===== config.mk =====
export PLATFORM = sky130hd
export DESIGN_NAME = pci_tgt_term_ctrl
export DESIGN_NICKNAME = d
export VERILOG_FILES = /design/src/rtl/tgt_term_pkg.sv /design/src/rtl/tgt_lat_timer.sv /design/src/rtl/tgt_ctl_reg.sv /design/src/rtl/pci_tgt_term_ctrl.sv
export SDC_FILE = /design/constraint.sdc
export NUM_CORES = 1
export LEC_CHECK = 0
export BUFFER_PORTS_ARGS = -buffer_cell sky130_fd_sc_hd__buf_2
export CAP_MARGIN = 30
export CORE_MARGIN = 2
export CORE_UTILIZATION = 40
export DETAILED_ROUTE_END_ITERATION = 8
export HOLD_SLACK_MARGIN = 0.1
export PLACE_DENSITY = 0.6
export SLEW_MARGIN = 15
export SYNTH_ARGS = -nofsm -noshare
export SYNTH_HDL_FRONTEND = slang
export SYNTH_HIERARCHICAL = 1
export SYNTH_SLANG_ARGS = --single-unit

===== constraint.sdc =====
create_clock -name clk -period 6.3 [get_ports clk]
set_input_delay 0.315 -clock clk [delete_from_list [all_inputs] [get_ports clk]]
set_output_delay 0.315 -clock clk [all_outputs]
set_load 0.02 [all_outputs]

===== src/rtl/tgt_term_pkg.sv =====
package tgt_term_pkg;

    typedef enum logic [1:0] {
        ST_IDLE     = 2'd0,
        ST_XFER     = 2'd1,
        ST_HALT     = 2'd2,
        ST_DRIVE_HI = 2'd3
    } tgt_state_e;

    // control line slots in the value / enable vectors
    localparam int LN_DEVSEL = 0;
    localparam int LN_TRDY   = 1;
    localparam int LN_STOP   = 2;
    localparam int LN_ACK64  = 3;
    localparam int N_LINES   = 4;

    // local status vector layout
    localparam int STAT_W      = 12;
    localparam int SB_ACTIVE   = 11;
    localparam int SB_XDONE    = 10;
    localparam int SB_TERM     = 9;
    localparam int SB_WIDE     = 8;

endpackage


===== src/rtl/tgt_lat_timer.sv =====
module tgt_lat_timer #(
    parameter int INIT_LIM = 16,
    parameter int SUBS_LIM = 8
) (
    input  logic clk,
    input  logic rst_n,
    input  logic start,
    input  logic xfer,
    input  logic run,
    output logic expire
);
    localparam int MAXL = (INIT_LIM > SUBS_LIM) ? INIT_LIM : SUBS_LIM;
    localparam int CW   = $clog2(MAXL + 1);

    logic [CW-1:0] cnt_q;
    logic [CW-1:0] goal;
    logic          first_q;

    assign goal   = first_q ? CW'(INIT_LIM - 2) : CW'(SUBS_LIM - 2);
    assign expire = run && (cnt_q == goal);

    always_ff @(posedge clk or negedge rst_n) begin
        if (!rst_n) begin
            cnt_q   <= '0;
            first_q <= 1'b1;
        end else if (start) begin
            cnt_q   <= '0;
            first_q <= 1'b1;
        end else if (xfer) begin
            cnt_q   <= '0;
            first_q <= 1'b0;
        end else if (run && cnt_q != CW'(MAXL)) begin
            cnt_q   <= cnt_q + 1'b1;
        end
    end


    restart_on_xfer_chk: assert property (@(posedge clk) disable iff (!rst_n)
        (xfer && !start) |=> (cnt_q == '0 && !first_q));

endmodule


===== src/rtl/tgt_ctl_reg.sv =====
module tgt_ctl_reg #(
    parameter int N = 4
) (
    input  logic         clk,
    input  logic         rst_n,
    input  logic [N-1:0] val_d,
    input  logic [N-1:0] oe_d,
    output logic [N-1:0] val_q,
    output logic [N-1:0] oe_q
);
    for (genvar i = 0; i < N; i++) begin : g_line
        always_ff @(posedge clk or negedge rst_n) begin
            if (!rst_n) begin
                val_q[i] <= 1'b1;
                oe_q[i]  <= 1'b0;
            end else begin
                val_q[i] <= val_d[i];
                oe_q[i]  <= oe_d[i];
            end
        end
    end

endmodule


===== src/rtl/pci_tgt_term_ctrl.sv =====
module pci_tgt_term_ctrl
    import tgt_term_pkg::*;
#(
    parameter int INIT_LIM = 16,
    parameter int SUBS_LIM = 8
) (
    input  logic              clk,
    input  logic              rst_n,
    input  logic              frame_n,
    input  logic              irdy_n,
    input  logic              req64_n,
    input  logic              hit,
    input  logic              loc_rdy,
    input  logic              loc_disc,
    output logic              devsel_n_o,
    output logic              devsel_oe,
    output logic              trdy_n_o,
    output logic              trdy_oe,
    output logic              stop_n_o,
    output logic              stop_oe,
    output logic              ack64_n_o,
    output logic              ack64_oe,
    output logic              ad_oe,
    output logic              loc_frame_n,
    output logic [STAT_W-1:0] loc_stat
);
    tgt_state_e         state_q, state_d;
    logic               frame_q;
    logic               wide_q, wide_d;
    logic [N_LINES-1:0] val_d, oe_d, val_q, oe_q;
    logic               ad_oe_d, lf_d;
    logic [STAT_W-1:0]  stat_d;
    logic               expire, xfer, last, addr_ph, term, run;

    assign devsel_n_o = val_q[LN_DEVSEL];
    assign devsel_oe  = oe_q[LN_DEVSEL];
    assign trdy_n_o   = val_q[LN_TRDY];
    assign trdy_oe    = oe_q[LN_TRDY];
    assign stop_n_o   = val_q[LN_STOP];
    assign stop_oe    = oe_q[LN_STOP];
    assign ack64_n_o  = val_q[LN_ACK64];
    assign ack64_oe   = oe_q[LN_ACK64];

    assign xfer    = (state_q == ST_XFER) && !trdy_n_o && !irdy_n;
    assign last    = xfer && frame_n;
    assign addr_ph = (state_q == ST_IDLE) && !frame_n && frame_q && hit;
    assign run     = (state_q == ST_XFER) && trdy_n_o;
    assign term    = loc_disc || (expire && !loc_rdy);
    assign wide_d  = addr_ph ? !req64_n : wide_q;

    tgt_lat_timer #(.INIT_LIM(INIT_LIM), .SUBS_LIM(SUBS_LIM)) i_timer (
        .clk(clk), .rst_n(rst_n), .start(addr_ph), .xfer(xfer),
        .run(run), .expire(expire)
    );

    // next-state process
    always_comb begin
        state_d = state_q;
        unique case (state_q)
            ST_IDLE:     if (addr_ph) state_d = ST_XFER;
            ST_XFER:     if (last) state_d = ST_DRIVE_HI;
                         else if (term) state_d = ST_HALT;
            ST_HALT:     if (frame_n) state_d = ST_DRIVE_HI;
            ST_DRIVE_HI: state_d = ST_IDLE;
        endcase
    end

    // output process: registered outputs decoded from the next state
    always_comb begin
        val_d   = '1;
        oe_d    = '0;
        ad_oe_d = 1'b0;
        lf_d    = 1'b1;
        stat_d  = '0;
        unique case (state_d)
            ST_IDLE: begin
            end
            ST_XFER: begin
                oe_d               = {wide_d, 3'b111};
                val_d[LN_DEVSEL]   = 1'b0;
                val_d[LN_TRDY]     = !(loc_rdy ||
                                       ((state_q == ST_XFER) && !trdy_n_o && !xfer));
                val_d[LN_ACK64]    = !wide_d;
                ad_oe_d            = 1'b1;
                lf_d               = 1'b0;
            end
            ST_HALT: begin
                oe_d               = {wide_d, 3'b111};
                val_d[LN_DEVSEL]   = 1'b0;
                val_d[LN_STOP]     = 1'b0;
                val_d[LN_ACK64]    = !wide_d;
                ad_oe_d            = 1'b1;
                lf_d               = 1'b0;
            end
            ST_DRIVE_HI: begin
                oe_d               = {wide_d, 3'b111};
            end
        endcase
        if (state_d != ST_IDLE) begin
            stat_d[SB_ACTIVE] = 1'b1;
            stat_d[SB_XDONE]  = xfer;
            stat_d[SB_TERM]   = (state_d == ST_HALT) ||
                                ((state_d == ST_DRIVE_HI) && (state_q == ST_HALT));
            stat_d[SB_WIDE]   = wide_d;
        end
    end

    always_ff @(posedge clk or negedge rst_n) begin
        if (!rst_n) begin
            state_q <= ST_IDLE;
            frame_q <= 1'b1;
            wide_q  <= 1'b0;
        end else begin
            state_q <= state_d;
            frame_q <= frame_n;
            wide_q  <= wide_d;
        end
    end

    always_ff @(posedge clk or negedge rst_n) begin
        if (!rst_n) begin
            ad_oe       <= 1'b0;
            loc_frame_n <= 1'b1;
            loc_stat    <= '0;
        end else begin
            ad_oe       <= ad_oe_d;
            loc_frame_n <= lf_d;
            loc_stat    <= stat_d;
        end
    end

    tgt_ctl_reg #(.N(N_LINES)) i_ctl (
        .clk(clk), .rst_n(rst_n), .val_d(val_d), .oe_d(oe_d),
        .val_q(val_q), .oe_q(oe_q)
    );


    xdone_set_chk: assert property (@(posedge clk) disable iff (!rst_n)
        (trdy_oe && !trdy_n_o && !irdy_n) |=> loc_stat[SB_XDONE]);

    xdone_clr_chk: assert property (@(posedge clk) disable iff (!rst_n)
        !(trdy_oe && !trdy_n_o && !irdy_n) |=> !loc_stat[SB_XDONE]);

    drive_high_chk: assert property (@(posedge clk) disable iff (!rst_n)
        (trdy_oe && !trdy_n_o && !irdy_n && frame_n) |=>
        (devsel_oe && devsel_n_o && trdy_oe && trdy_n_o && stop_oe && stop_n_o
         && !ad_oe && loc_frame_n));

    release_chk: assert property (@(posedge clk) disable iff (!rst_n)
        (state_q == ST_DRIVE_HI) |=>
        (!devsel_oe && !trdy_oe && !stop_oe && !ack64_oe && loc_stat == '0));

    disc_chk: assert property (@(posedge clk) disable iff (!rst_n)
        ((state_q == ST_XFER) && loc_disc && !last) |=>
        (!stop_n_o && trdy_n_o && !devsel_n_o && loc_stat[SB_TERM]));

    expiry_chk: assert property (@(posedge clk) disable iff (!rst_n)
        ((state_q == ST_XFER) && expire && !loc_rdy) |=> (!stop_n_o && trdy_n_o));

    stop_hold_chk: assert property (@(posedge clk) disable iff (!rst_n)
        (stop_oe && !stop_n_o && !frame_n) |=> (stop_oe && !stop_n_o));

    low_stat_zero_chk: assert property (@(posedge clk) disable iff (!rst_n)
        loc_stat[7:0] == '0);

endmodule


### Word level (Yosys, flattened, before mapping)

Index checks and enable logic that the tools add are counted.

| operators by class | value |
|---|---|
| add/subtract/negate cells | 1 |
| equality and inequality tests | 8 |
| multiplexer cells | 19 |
| reduce and logical (&&, ||, !) cells | 29 |

Operators with widths:

| kind | count |
|---|---|
| 5-bit 2-to-1 mux | 3 |
| 1-bit logical AND | 12 |
| 4-bit 2-to-1 mux | 3 |
| 2-bit equality test (second input constant) | 4 |
| 1-bit zero test | 8 |
| 1-bit 2-to-1 mux | 8 |
| 2-bit 2-to-1 mux | 4 |
| 2-bit one-hot mux with 4 select lines | 1 |
| 5-bit by 1-bit adder with 5-bit output (second input constant) | 1 |
| 5-bit equality test | 1 |
| 5-bit inequality test (second input constant) | 1 |
| 2-bit by 1-bit equality test with 1-bit output (second input constant) | 2 |
| 2-bit nonzero test | 2 |
| 1-bit logical OR | 3 |
| 3-bit nonzero test | 1 |
| 3-bit OR reduction | 1 |
| 2-bit zero test | 1 |
| 2-bit OR reduction | 1 |

| storage, ports and cells | value |
|---|---|
| register bits | 23 |
| input port bits | 8 |
| output and inout bits | 22 |
| logic and storage cells | 72 |

### Longest topological paths before layout

Gate-level depths: netlist of the first run.

| logic depth | value |
|---|---|
| depth in word-level cells | 12 |
| mapped depth | 13 |
| gate-level depth less buffers | 11 |

### Modules after synthesis

Netlist of the first run, hierarchy kept.

By module, submodules not included:

| module | instances | cells an instance | area each (um^2) | seq. area each (um^2) |
|---|---|---|---|---|
| pci_tgt_term_ctrl | 1 | 52 | 593.1 | 252.7 |
| tgt_lat_timer | 1 | 37 | 370.4 | 151.4 |
| tgt_ctl_reg | 1 | 8 | 205.2 | 205.2 |

### Least setup slack after synthesis of the first run

OpenSTA, ideal clock, no wires.

| timing path | value |
|---|---|
| path kind | register -> register |
| from | register state_q[0] |
| to | register loc_stat[10] |
| library setup time | 119 ps |
| data arrival time | 1968 ps |
| data required time | 6181 ps |
| slack | 4213 ps |
| cell stages (with the launch flop) | 14 |
| path buffers | 2 |
| cells stage by stage | dfrtp_1 > buf_4 > nand2b_1 > inv_1 > and2_1 > buf_4 > nand4b_1 > nor2_1 > nor2b_1 > a211oi_1 > o21a_1 > ha_1 > inv_1 > and2_1 |

| between the ends | value |
|---|---|
| cells in the longest elaborated chain, start to end | 10 |
| elaborated cells on any way between the ends | 21 |
| classes of those cells | 3 x eq/ne; 6 x mux; 12 x reduce/logical |

Ends and longest elaborated chain:

| what | RTL line | source |
|---|---|---|
| start, declared | pci_tgt_term_ctrl.sv:27 | `tgt_state_e state_q, state_d;` |
| start signal, assigned | pci_tgt_term_ctrl.sv:114 | `state_q <= state_d;` |
| 2-bit by 1-bit equality test with 1-bit output | pci_tgt_term_ctrl.sv:47 | `assign run = (state_q == ST_XFER) && trdy_n_o;` |
| 1-bit logical AND | pci_tgt_term_ctrl.sv:47 |  |
| named net run | pci_tgt_term_ctrl.sv:33 | `logic expire, xfer, last, addr_ph, term, run;` |
| 1-bit logical AND | tgt_lat_timer.sv:20 | `assign expire = run && (cnt_q == goal);` |
| named net expire | pci_tgt_term_ctrl.sv:33 |  |
| 1-bit logical AND | pci_tgt_term_ctrl.sv:48 | `assign term = loc_disc \|\| (expire && !loc_rdy);` |
| 1-bit logical OR | pci_tgt_term_ctrl.sv:48 |  |
| 2-bit 2-to-1 mux | pci_tgt_term_ctrl.sv:62 | `else if (term) state_d = ST_HALT;` |
| 2-bit 2-to-1 mux | pci_tgt_term_ctrl.sv:61 | `ST_XFER: if (last) state_d = ST_DRIVE_HI;` |
| 2-bit one-hot mux with 4 select lines | pci_tgt_term_ctrl.sv:59 | `unique case (state_q)` |
| 2-bit nonzero test | pci_tgt_term_ctrl.sv:99 | `if (state_d != ST_IDLE) begin` |
| 4-bit 2-to-1 mux | pci_tgt_term_ctrl.sv:99 |  |
| named net stat_d[10] | pci_tgt_term_ctrl.sv:32 | `logic [STAT_W-1:0] stat_d;` |
| end signal, assigned | pci_tgt_term_ctrl.sv:128 | `loc_stat <= stat_d;` |
| end, declared | pci_tgt_term_ctrl.sv:25 | `output logic [STAT_W-1:0] loc_stat` |

The timed path passes the listed nets, and every way through them passes these cells.
A chain may end at the register's enable or synchronous reset.

### Final worst setup path of the first run

Ends and elaborated chain as after synthesis.

==> results of run 1 <==
## per-stage QoR
stage | setup WS (ns) | cells
floorplan | 4.21 | 104
global placement | 3.97 | 146
detailed placement | 3.91 | 146
CTS | 3.89 | 151
global route | 3.66 | 152
finish | 3.86 | 152
## layer usage
layer | routed length, um | share of wire (%) | vias up | GRT usage [%]
li1 | - | - | 373 | -
met1 | 927 | 47 | 347 | 17.9
met2 | 891 | 45 | 25 | 19.2
met3 | 134 | 6.8 | 2 | 5.36
met4 | 23 | 1.2 | 0 | 3.99
met5 | 0 | 0 | - | 0
## how the worst max path moves through the flow
stage / cells past startpoint / slack (ns) / end
after floorplan: 13 / 4.21 / loc_stat[10]$_DFF_PN0_
after global placement: 11 / 3.97 / loc_stat[10]$_DFF_PN0_
after detailed placement: 11 / 3.91 / loc_stat[10]$_DFF_PN0_
after CTS: 11 / 3.89 / i_ctl/oe_q[3]$_DFF_PN0_
after global routing: 11 / 3.66 / i_ctl/oe_q[3]$_DFF_PN0_
final: 11 / 3.86 / loc_stat[10]$_DFF_PN0_
## area by class of cell
class	count	area [um^2]	area share (%)
multi-input cells	61	477	35.7
inverters	9	33.8	2.53
repair buffers	23	125	9.36
clock inverters	1	30.0	2.25
well taps	31	38.8	2.90
flip-flops and latches	24	609	45.6
clock buffers	3	22.5	1.69
## cell families after synthesis
group | count (synthesis)
simple gates | 24
flops | 24
compound gates | 19
buf+inv | 19
fa+ha+maj | 7
xor+xnor | 3
other cells | 1
## registers in the layout, summed over array words and instances (netlist names)
name and count:
i_ctl/val_q 4, loc_stat 4, frame_q 1, wide_q 1, i_ctl/oe_q 4, ad_oe 1
i_timer/cnt_q 5, state_q 2, i_timer/first_q 1, loc_frame_n 1
## power groups by stage
stage / logic (mW) / clock network [mW] / registers (mW)
3_3_place_gp: 0.243 / 0 / 0.270
6_report: 0.241 / 0.111 / 0.269
3_5_place_dp: 0.243 / 0 / 0.271
4_1_cts: 0.243 / 0.116 / 0.268
5_1_grt: 0.268 / 0.122 / 0.277
2_1_floorplan: 0.141 / 0 / 0.311
## critical path, delay by kind of cell (launching register included)
family	cells	cell delay, ns
flip-flops	1	0.53
AND/OR/NAND/NOR	6	1.04
buffers and inverters	2	0.21
AO/OA/AOI/OAI	2	0.39
adder cells (fa/ha/maj)	1	0.18
## layout by cell type, fill, tap and decap left out, types with 2 or more instances in the layout
master          n
buf_2          21
dfrtp_1        17
inv_1           9
conb_1          8
ha_1            7
dfstp_2         7
nor2_1          3
o21ai_1         3
a21boi_1        3
clkbuf_4        3
xor2_1          3
nor3_1          3
nor2b_1         2
o2bb2ai_1       2
and2_1          2
dlygate4sd3_1   2
nand3_1         2
nand4_1         2
==> metrics.md, run 1 <==
| Metric | Value |
|---|---|
| Asr flop ratio synth | `100%` |
| CP Launch Point | `state_q[0]$_DFF_PN0_` |
| Boundary pin count | `30` |
| Syn Area/Cell | `12.0 um^2` |
| Setup Crit Path Kind | `flop to flop` |
| Synth Area in XOR/XNOR | `2.25%` |
| H-tree Lvls | `1` |
| Worst hold start | `req64_n` |
| Final instance area | `1340 um^2` |
| Number of global-route vias before repair | `678` |
| Final hold violations | `0` |
| Peak supply drop | `0.407 mV` |
| Comb pwr share | `38.8%` |
| Post-CTS setup buffers | `0` |
| Synth Instances | `97` |
| CTS Hold Bufs | `1` |
| WL/cell | `13.0 um` |
| Sw Ratio | `37.6%` |
| Post-layout minimum cycle time | `2.44 ns` |
| # DRC | `0` |
| CP startpoint kind | `flop` |
| WP data required | `6.52 ns` |
| Placed instance area | `1260 um^2` |
| Vias | `747` |
| Reg2Reg Setup Slack | `3.86 ns` |
| Post-CTS sizing | `0` |
| Crit end category | `flop` |
| # rows | `19` |
| Largest family of logic cells by synthesized area | `simple AND/OR/NAND/NOR gates` |
| Die area | `3370 um^2` |
| Hpwl dp | `1.44 mm` |
| Worst R2R Start | `state_q[0]$_DFF_PN0_` |
| CTS tree | `yes` |
| Most area-hungry cell type in the Yosys netlist | `dfrtp_1` |
| Adder-cell area share of the yosys netlist | `7.49%` |
| Outcome | `finished, final reports clean` |
| Drt total wl | `1.98 mm` |
| Synth unique cells | `37` |
| Clk pin slew, worst setup/hold paths | `0.14 ns` |
| Leak Pwr | `0.629 nW` |
| Final Max Slew Viols | `0` |
| Post-synth EDFFs | `0` |
| Warnings, synthesis | `6` |
| Layout overhead on the synthesized area | `14.3%` |
| Post-DR vias/cell | `4.91` |
| First-pass GRT wire length | `3.28 mm` |
| Drt pass-1 iters | `4` |
| Crit path max-delay cell type | `dfrtp_1` |
| Inserted Clock Buffers | `3` |
| Worst hold path type | `primary input to flop` |
| Int Pwr | `387 uW` |
| Worst-margin pin slew | `0.525 ns` |
| Main flop type after synthesis | `dfrtp_1` |
| Area fraction in compound gates after synthesis | `12.0%` |
| Worst Path Max Fanout | `9` |
| Power Density | `464 nW/um^2` |
| Psw | `233 uW` |
| Initial drt markers | `21` |
| Max-Cap Viols | `0` |
| Most numerous cell in the Yosys netlist | `dfrtp_1` |
| Relative slew slack | `64.8%` |
| Period utilization | `38.8%` |
| Post-Synth Simple-Gate Area | `16.5%` |
| WP data arrival | `2.66 ns` |
| Sink Count | `24` |
| Layout cell share with drive strength beyond 1 | `28.9%` |
| Starting Density | `42.4%` |
| Die span in y | `58.1 um` |
| Ant diodes | `0` |
| All-Layer GR Usage | `13.1%` |
| Total congestion overflow | `0` |
| WHS | `0.184 ns` |
| Final ANT Viol Nets | `0` |
| IO buf count | `21` |
| CP max stage delay | `0.53 ns` |
| Fmax | `409 MHz` |
| R2R depth | `11` |
| Clock power frac | `17.8%` |
| Antenna violations before repair | `0` |
| Clk buf depth | `2` |
| Clock skew | `0.00734 ns` |
| Final setup violation count | `0` |
| Final nets | `137` |
| Number of synthesized register bits | `24` |
| Synth top area share | `36.4%` |
| Clock Latency Late Sink | `0.31 ns` |
| Setup TNS | `0 ns` |
| Multiplexer area fraction after synthesis | `0%` |
| Maximum number of pins on one net before global-route repair | `25` |
| Filler cells | `257` |
| Worst Hold End | `wide_q$_DFF_PN0_` |
| Seq/Total Area, Yosys | `52.1%` |
| Commonest cells post-synth | `17 x dfrtp_1, 10 x buf_4, 9 x inv_1` |
| Total Power | `620 uW` |
| Die width | `58.1 um` |
| GP Congestion | `0.835` |
| Hold path depth | `2` |
| Reg2reg end | `loc_stat[10]$_DFF_PN0_` |
| Cell area after synthesis | `1170 um^2` |
| Post-layout util | `48.5%` |
| Worst path cell trace | `nand2b_1 > inv_1 > and2_1 > nand4b_1 > nor2_1 > nor2b_1 > o2bb2ai_1 > a2bb2oi_1 > ha_1 > inv_1 > and2_1` |
| RSZ-0062 raised after global routing | `no` |
| Core Region | `2760 um^2` |
| Flop pwr share | `43.3%` |
| Clock root buffer | `clkbuf_4` |
| Synth area leaders | `dfrtp_1 36%, dfstp_2 16%, ha_1 7.5%` |
Note: power is estimated with default switching activity, not from simulation.
==> run 2: changes to the inputs <==
--- a/config.mk
+++ b/config.mk
@@ -11,7 +11,7 @@
 export CORE_UTILIZATION = 40
 export DETAILED_ROUTE_END_ITERATION = 8
 export HOLD_SLACK_MARGIN = 0.1
-export PLACE_DENSITY = 0.6
+export PLACE_DENSITY = 0.63
 export SLEW_MARGIN = 15
 export SYNTH_ARGS = -nofsm -noshare
 export SYNTH_HDL_FRONTEND = slang
==> constraint.sdc (replaced) <==
create_clock -name clk -period 2 [get_ports clk]
set_input_delay 0.1 -clock clk [delete_from_list [all_inputs] [get_ports clk]]
set_output_delay 0.1 -clock clk [all_outputs]
set_load 0.02 [all_outputs]
==> run 2 against run 1 <==
Net effect: count of clock-buffer cells in the layout unchanged; clock skew down 0.0042 ns; critical path type unchanged; non-clock buffer count up 12; hold slack worse by 0.061 ns; critical path depth down 4; critical endpoint is now i_ctl/val_q[3]$_DFF_PN1_; largest cell class unchanged.
==> metrics.md, run 2 (same netlist as run 1, synthesis figures left out) <==
| Metric | Value |
|---|---|
| Placed cell count | `150 (+2.7%)` |
| Inserted Clock Buffers | `3 (unchanged)` |
| # rows | `19 (unchanged)` |
| Clk buf depth | `2 (unchanged)` |
| All-Layer GR Usage | `13.6% (+0.46 points)` |
| WP data required | `2.23 ns (-4.29 ns)` |
| WHS | `0.123 ns (-0.0613 ns)` |
| First-pass GRT wire length | `3.54 mm (+7.8%)` |
| CP top delay family | `compound AO/OA/AOI/OAI gates` |
| R2R depth | `7 (-4)` |
| # DRC | `0 (unchanged)` |
| Final setup violation count | `0 (unchanged)` |
| Worst hold path type | `primary input to flop` |
| IO buf count | `21 (unchanged)` |
| Sink Count | `24 (unchanged)` |
| CP max stage delay | `0.40 ns (-0.13 ns)` |
| WP data arrival | `2.18 ns (-0.48 ns)` |
| Die span in y | `58.1 um (unchanged)` |
| Layout overhead on the synthesized area | `27.8%` |
| Max-Cap Viols | `0 (unchanged)` |
| Setup TNS | `0 ns (unchanged)` |
| Worst Path Max Fanout | `4 (-5)` |
| Final nets | `149 (+8.8%)` |
| Clock Latency Late Sink | `0.31 ns (about the same)` |
| Antenna violations before repair | `0 (unchanged)` |
| Clock root buffer | `clkbuf_4` |
| Worst-margin pin slew | `0.524 ns (-0.00136 ns)` |
| Place WS | `0.0393 ns (-3.87 ns)` |
| Setup Crit Path Kind | `flop to flop` |
| Die width | `58.1 um (unchanged)` |
| Total congestion overflow | `0 (unchanged)` |
| Post-DR vias/cell | `5.02 (+2.2%)` |
| Vias | `824 (+10%)` |
| Final hold violations | `0 (unchanged)` |
| Relative slew slack | `65.1% (+0.24 points)` |
| Drt total wl | `2.29 mm (+16%)` |
| CP startpoint kind | `flop` |
| Crit path depth | `7 (-4)` |
| Peak supply drop | `1.09 mV (+170%)` |
| Initial drt markers | `14 (-33%)` |
| Crit end category | `flop` |
| Crit path max-delay cell type | `dfrtp_1` |
| Boundary pin count | `30 (unchanged)` |
| Post-route insts no fill | `164 (+7.9%)` |
| Period utilization | `97.4% (+59 points)` |
| Most frequent CP cell | `buf_4` |
| Total Power | `2.23 mW (+260%)` |
| Hpwl dp | `1.49 mm (+3.2%)` |
| Crit path buf inv count | `2 (unchanged)` |
| Starting Density | `42.4% (unchanged)` |
| Final ANT Viol Nets | `0 (unchanged)` |
| Core Region | `2760 um^2 (unchanged)` |
| Fmax | `513 MHz (+25%)` |
| Clock skew | `0.00315 ns (-0.00419 ns)` |
| Worst path cell trace | `buf_4 > buf_4 > nor4b_4 > a211oi_2 > o21a_1 > ha_4 > o311ai_0` |
| Ant diodes | `0 (unchanged)` |
| Commonest non-fill, non-tap cell in the layout | `buf_2` |
| Outcome | `finished, final reports clean` |
| Layout cell share with drive strength beyond 1 | `42.1% (+13 points)` |
| Number of global-route vias before repair | `777 (+15%)` |
| CTS tree | `yes` |
| Max reg flops | `5 (unchanged)` |
| H-tree Lvls | `1 (unchanged)` |
| Maximum number of pins on one net before global-route repair | `25 (unchanged)` |
| Hold path depth | `3 (+1)` |
| Most frequent cells in the layout | `21 x buf_2, 17 x dfrtp_1, 10 x buf_4, 8 x conb_1` |
| Drt pass-1 iters | `4 (unchanged)` |
| Post-layout minimum cycle time | `1.95 ns (-0.494 ns)` |
| Die area | `3370 um^2 (unchanged)` |
| Final Max Slew Viols | `0 (unchanged)` |
| WL/cell | `13.9 um (+7.2%)` |
| GP Congestion | `0.849 (+1.7%)` |
| Power Density | `1490 nW/um^2 (+220%)` |
| Leak Pwr | `0.698 nW (+11%)` |
| Largest Register | `i_timer/cnt_q` |
| RSZ-0062 raised after global routing | `yes` |
| Final setup margin | `0.0521 ns (-3.81 ns)` |
| Clk pin slew, worst setup/hold paths | `0.13 ns (about the same)` |
-- run 2: repair_timing --
action / CTS / global route
hold buffers: 4 / 0
endpoints found under the hold margin: 21 / 0
pin swaps: 0 / 4
resized for setup: 1 / 7
buffers inserted: 0 / 6
endpoints found under the setup margin: 4 / 8
-- run 2: per-stage QoR --
| stage | utilization, % | instance area, um^2 |
|---|---|---|
| CTS | 51.5 | 1420 |
| global placement | 48.1 | 1330 |
| floorplan | - | 1230 |
| detailed placement | 48.1 | 1330 |
| finish | 54.2 | 1490 |
| global route | 54.2 | 1490 |
-- run 2: metal layers --
| metal | global-route usage [%] | up-vias | part of all wire, % |
|---|---|---|---|
| met5 | 0 | - | 0 |
| met1 | 17.7 | 406 | 44 |
| met3 | 4.02 | 2 | 4.9 |
| li1 | - | 392 | - |
| met4 | 2.99 | 0 | 1.1 |
| met2 | 22.4 | 24 | 50 |
-- run 2: cell type report --
class | instances | area, um^2
clock buffer | 3 | 22.5
multi-input combinational | 61 | 534
timing repair buffer | 35 | 220
clock inverter | 1 | 30.0
tap | 31 | 38.8
inverter | 9 | 38.8
sequential | 24 | 609
fill | 241 | 1260
-- run 2: final timing paths --
kind / startpoint / end / slack, ns
min in group asynchronous: rst_n / loc_stat[11]$_DFF_PN0_ / 0.27
setup reg to reg: state_q[1]$_DFF_PN0_ / i_ctl/val_q[3]$_DFF_PN1_ / 0.05
hold reg to reg: i_timer/first_q$_DFFE_PN1P_ / i_timer/first_q$_DFFE_PN1P_ / 0.55
setup / recovery: state_q[1]$_DFF_PN0_ / i_ctl/val_q[3]$_DFF_PN1_ / 0.05
hold / removal: hit / i_ctl/val_q[3]$_DFF_PN1_ / 0.12
max in group asynchronous: rst_n / i_ctl/val_q[2]$_DFF_PN1_ / 1.36
-- run 2: where the power goes --
group | internal [mW] | total, mW | switching (mW)
logic | 0.474 | 1.06 | 0.586
registers | 0.720 | 0.824 | 0.104
clock network | 0.203 | 0.349 | 0.146
-- run 2: worst reg2reg max path, delay by kind of cell (launching register included) --
kind | cells | cell delay [ns]
AOI/OAI and AO/OA | 3 | 0.52
adders and majority gates | 1 | 0.29
buffers and inverters | 2 | 0.27
DFF | 1 | 0.40
and+or+nand+nor | 1 | 0.38
==> run 3: changes to the inputs <==
--- a/config.mk
+++ b/config.mk
@@ -5,6 +5,7 @@
 export SDC_FILE = /design/constraint.sdc
 export NUM_CORES = 1
 export LEC_CHECK = 0
+export ABC_AREA = 1
 export BUFFER_PORTS_ARGS = -buffer_cell sky130_fd_sc_hd__buf_2
 export CAP_MARGIN = 30
 export CORE_MARGIN = 2
==> run 3 against run 2 <==
Net effect: first-iteration DRC count grew 79%; largest power group unchanged; sequential power is essentially flat; global-route usage grew 0.87 points.
==> metrics.md, run 3 <==
| Metric | Value |
|---|---|
| CP Launch Point | `i_ctl/val_q[1]$_DFF_PN1_` |
| Grt met2 use | `25.3% (+2.9 points)` |
| Worst Path Max Fanout | `4 (unchanged)` |
| WP data required | `2.26 ns (+0.03 ns)` |
| Boundary pin count | `30 (unchanged)` |
| Final setup margin | `0.106 ns (+0.0538 ns)` |
| Worst R2R Start | `i_ctl/val_q[1]$_DFF_PN1_` |
| Inserted Clock Buffers | `3 (unchanged)` |
| Drt pass-1 iters | `4 (unchanged)` |
| Outcome | `finished, final reports clean` |
| Sink Count | `24 (unchanged)` |
| Total congestion overflow | `0 (unchanged)` |
| Reg2reg end | `i_ctl/val_q[0]$_DFF_PN1_` |
| Max reg flops | `5 (unchanged)` |
| Asr flop ratio synth | `100% (unchanged)` |
| RSZ-0062 raised after global routing | `yes` |
| Final setup violation count | `0 (unchanged)` |
| Clk pin slew, worst setup/hold paths | `0.13 ns (about the same)` |
| Initial drt markers | `25 (+11)` |
| Synth Instances | `127 (+31%)` |
| Period utilization | `94.7% (-2.7 points)` |
| Clock skew | `0.00392 ns (+0.000765 ns)` |
| # DRC | `0 (unchanged)` |
| Commonest cells post-synth | `25 x nand2_1, 22 x inv_1, 17 x dfrtp_1` |
| Commonest non-fill, non-tap cell in the layout | `nand2_1` |
| Synth area leaders | `dfrtp_1 37%, dfstp_2 16%, nand2_1 8.1%` |
| Number of synthesized register bits | `24 (unchanged)` |
| Post-layout minimum cycle time | `1.89 ns (-0.0538 ns)` |
| Synth unique cells | `21 (-43%)` |
| Post-DR vias/cell | `4.59 (-8.6%)` |
| Die area | `3330 um^2 (-1.1%)` |
| Clock root buffer | `clkbuf_4` |
| All-Layer GR Usage | `14.4% (+0.87 points)` |
| WP data arrival | `2.15 ns (-0.03 ns)` |
| Reg2Reg Setup Slack | `0.11 ns (+0.05 ns)` |
| WL/cell | `11.3 um (-19%)` |
| Worst hold path type | `primary input to flop` |
| H-tree Lvls | `1 (unchanged)` |
| Cell area after synthesis | `1150 um^2 (-1.2%)` |
| Filler cells | `265 (+10%)` |
| Fmax | `528 MHz (+2.8%)` |
| Most area-hungry cell type in the Yosys netlist | `dfrtp_1` |
| First-pass GRT wire length | `3.76 mm (+6.2%)` |
| Post-synth EDFFs | `0 (unchanged)` |
| Worst-margin pin slew | `0.524 ns (-0.0000294 ns)` |
| GRT met1 Usage | `17.8% (+0.14 points)` |
| # rows | `19 (unchanged)` |
| Core Region | `2760 um^2 (unchanged)` |
| Most frequent cells in the layout | `24 x nand2_1, 21 x buf_2, 20 x inv_1, 17 x dfrtp_1, 10 x nor2_1` |
| Starting Density | `41.9% (-0.50 points)` |
| CTS tree | `yes` |
| Layout overhead on the synthesized area | `23.3%` |
| Synth top area share | `36.8% (+0.43 points)` |
| Max-Cap Viols | `0 (unchanged)` |
| Largest Register | `i_timer/cnt_q` |
| Crit path to | `i_ctl/val_q[0]$_DFF_PN1_` |
| Most numerous cell in the Yosys netlist | `nand2_1` |
| CP startpoint kind | `flop` |
| Maximum number of pins on one net before global-route repair | `25 (unchanged)` |
| Setup Crit Path Kind | `flop to flop` |
| Crit end category | `flop` |
| Relative slew slack | `65.1% (about the same)` |
| Syn Area/Cell | `9.09 um^2 (-25%)` |
| Final Max Slew Viols | `0 (unchanged)` |
| Final nets | `176 (+18%)` |
| Hpwl dp | `1.63 mm (+9.4%)` |
| Final ANT Viol Nets | `0 (unchanged)` |
| Antenna violations before repair | `0 (unchanged)` |
| Peak supply drop | `1.01 mV (-8.0%)` |
| Power Density | `1510 nW/um^2 (+1.1%)` |
| Warnings, synthesis | `6 (unchanged)` |
| Main flop type after synthesis | `dfrtp_1` |
| Seq/Total Area, Yosys | `52.8% (+0.62 points)` |
| Vias | `877 (+6.4%)` |
| Clk buf depth | `2 (unchanged)` |
| Die width | `57.7 um (-0.55%)` |
| Die span in y | `57.7 um (-0.55%)` |
| Gr busiest metal | `met2` |
| Drt total wl | `2.17 mm (-5.3%)` |
| GP Congestion | `0.814 (-4.2%)` |
| R2R depth | `10 (+3)` |
| IO buf count | `21 (unchanged)` |
| Place WS | `0.0603 ns (+0.0210 ns)` |
| Clock Latency Late Sink | `0.31 ns (about the same)` |
| Layout cell share with drive strength beyond 1 | `33.8% (-8.4 points)` |
| Ant diodes | `0 (unchanged)` |
| Setup TNS | `0 ns (unchanged)` |
| Hold path depth | `5 (+2)` |
| Number of global-route vias before repair | `903 (+16%)` |
| Leak Pwr | `0.789 nW (+13%)` |
| Final hold violations | `0 (unchanged)` |
| Routing usage on met3 | `2.90% (-1.1 points)` |
run 3: cell types whose count changed in the layout (fill, tap and decap cells not counted), sizes merged, moves of 3 or more:
cell,previous run,this run
xor2,3,0
nand4,2,5
inv,9,25
buf,31,25
a21oi,0,4
nor2,3,13
a21boi,4,0
nand2,1,30
run 3: logic make-up (layout without fill, tap and decap cells):
logic type                 after synthesis  in the layout  share of synthesized area (%)
AOI/OAI and AO/OA                        7              7                           3.36
xor gates and xnor gates                 1              1                          0.759
adders and majority gates                7              7                           7.58
buffers and inverters                   33             59                           13.3
DFF                                     24             24                           52.8
other                                    1              8                          0.325
and+or+nand+nor                         54             54                           21.9
run 3: area by class of cell:
type                            count  area, um^2  area share, %
Multi-Input combinational cell     77         444           31.2
Timing Repair Buffer               30         185           13.0
Sequential cell                    24         609           42.8
Clock buffer                        3        22.5           1.58
Inverter                           25        93.8           6.59
Clock inverter                      1        30.0           2.11
Tap cell                           31        38.8           2.72
run 3: critical path, cell delays in order, from the launching register on:
cell	delay [ns]
dfstp_2	0.57
inv_2	0.06
nor3_4	0.11
nand4_1	0.11
a21oi_1	0.14
a21oi_1	0.10
inv_1	0.06
nand2_1	0.08
a21oi_4	0.21
ha_2	0.32
inv_1	0.08
run 3: where the power goes:
part / leakage, nW / switching (mW) / internal, mW
registers: 0.287 / 0.0987 / 0.722
clock network: 0.0279 / 0.143 / 0.202
logic: 0.475 / 0.636 / 0.349
run 3: what timing repair did:
| item | CTS | global route |
|---|---|---|
| hold buffers | 5 | 0 |
| buffers inserted | 0 | 2 |
| setup endpoints to repair | 0 | 13 |
| endpoints found under the hold margin | 24 | 0 |
| resized for setup | 0 | 6 |
run 3: routing by layer:
metal	wire length, um	vias up
met5	0	-
met4	25	0
met3	80	4
met2	1120	21
met1	936	419
li1	-	433
run 3: how the worst min path moves through the flow:
stage / from / endpoint
after global routing: loc_disc / state_q[1]$_DFF_PN0_
after global placement: rst_n / i_timer/cnt_q[0]$_DFFE_PN0P_
after detailed placement: rst_n / i_timer/cnt_q[4]$_DFFE_PN0P_
final: loc_disc / state_q[1]$_DFF_PN0_
after CTS: loc_disc / state_q[1]$_DFF_PN0_
after floorplan: rst_n / ad_oe$_DFF_PN0_
run 3: metrics by stage:
step	area [um^2]	cells	utilization, %	total power, mW	hold slack, ns
2_1_floorplan	1190	134	-	1.46	-0.196
3_3_place_gp	1290	180	46.8	1.71	0.105
3_5_place_dp	1290	180	46.8	1.75	0.115
4_1_cts	1390	189	50.5	2.12	0.196
5_1_grt	1420	191	51.6	2.32	0.189
6_report	1420	191	51.6	2.15	0.179
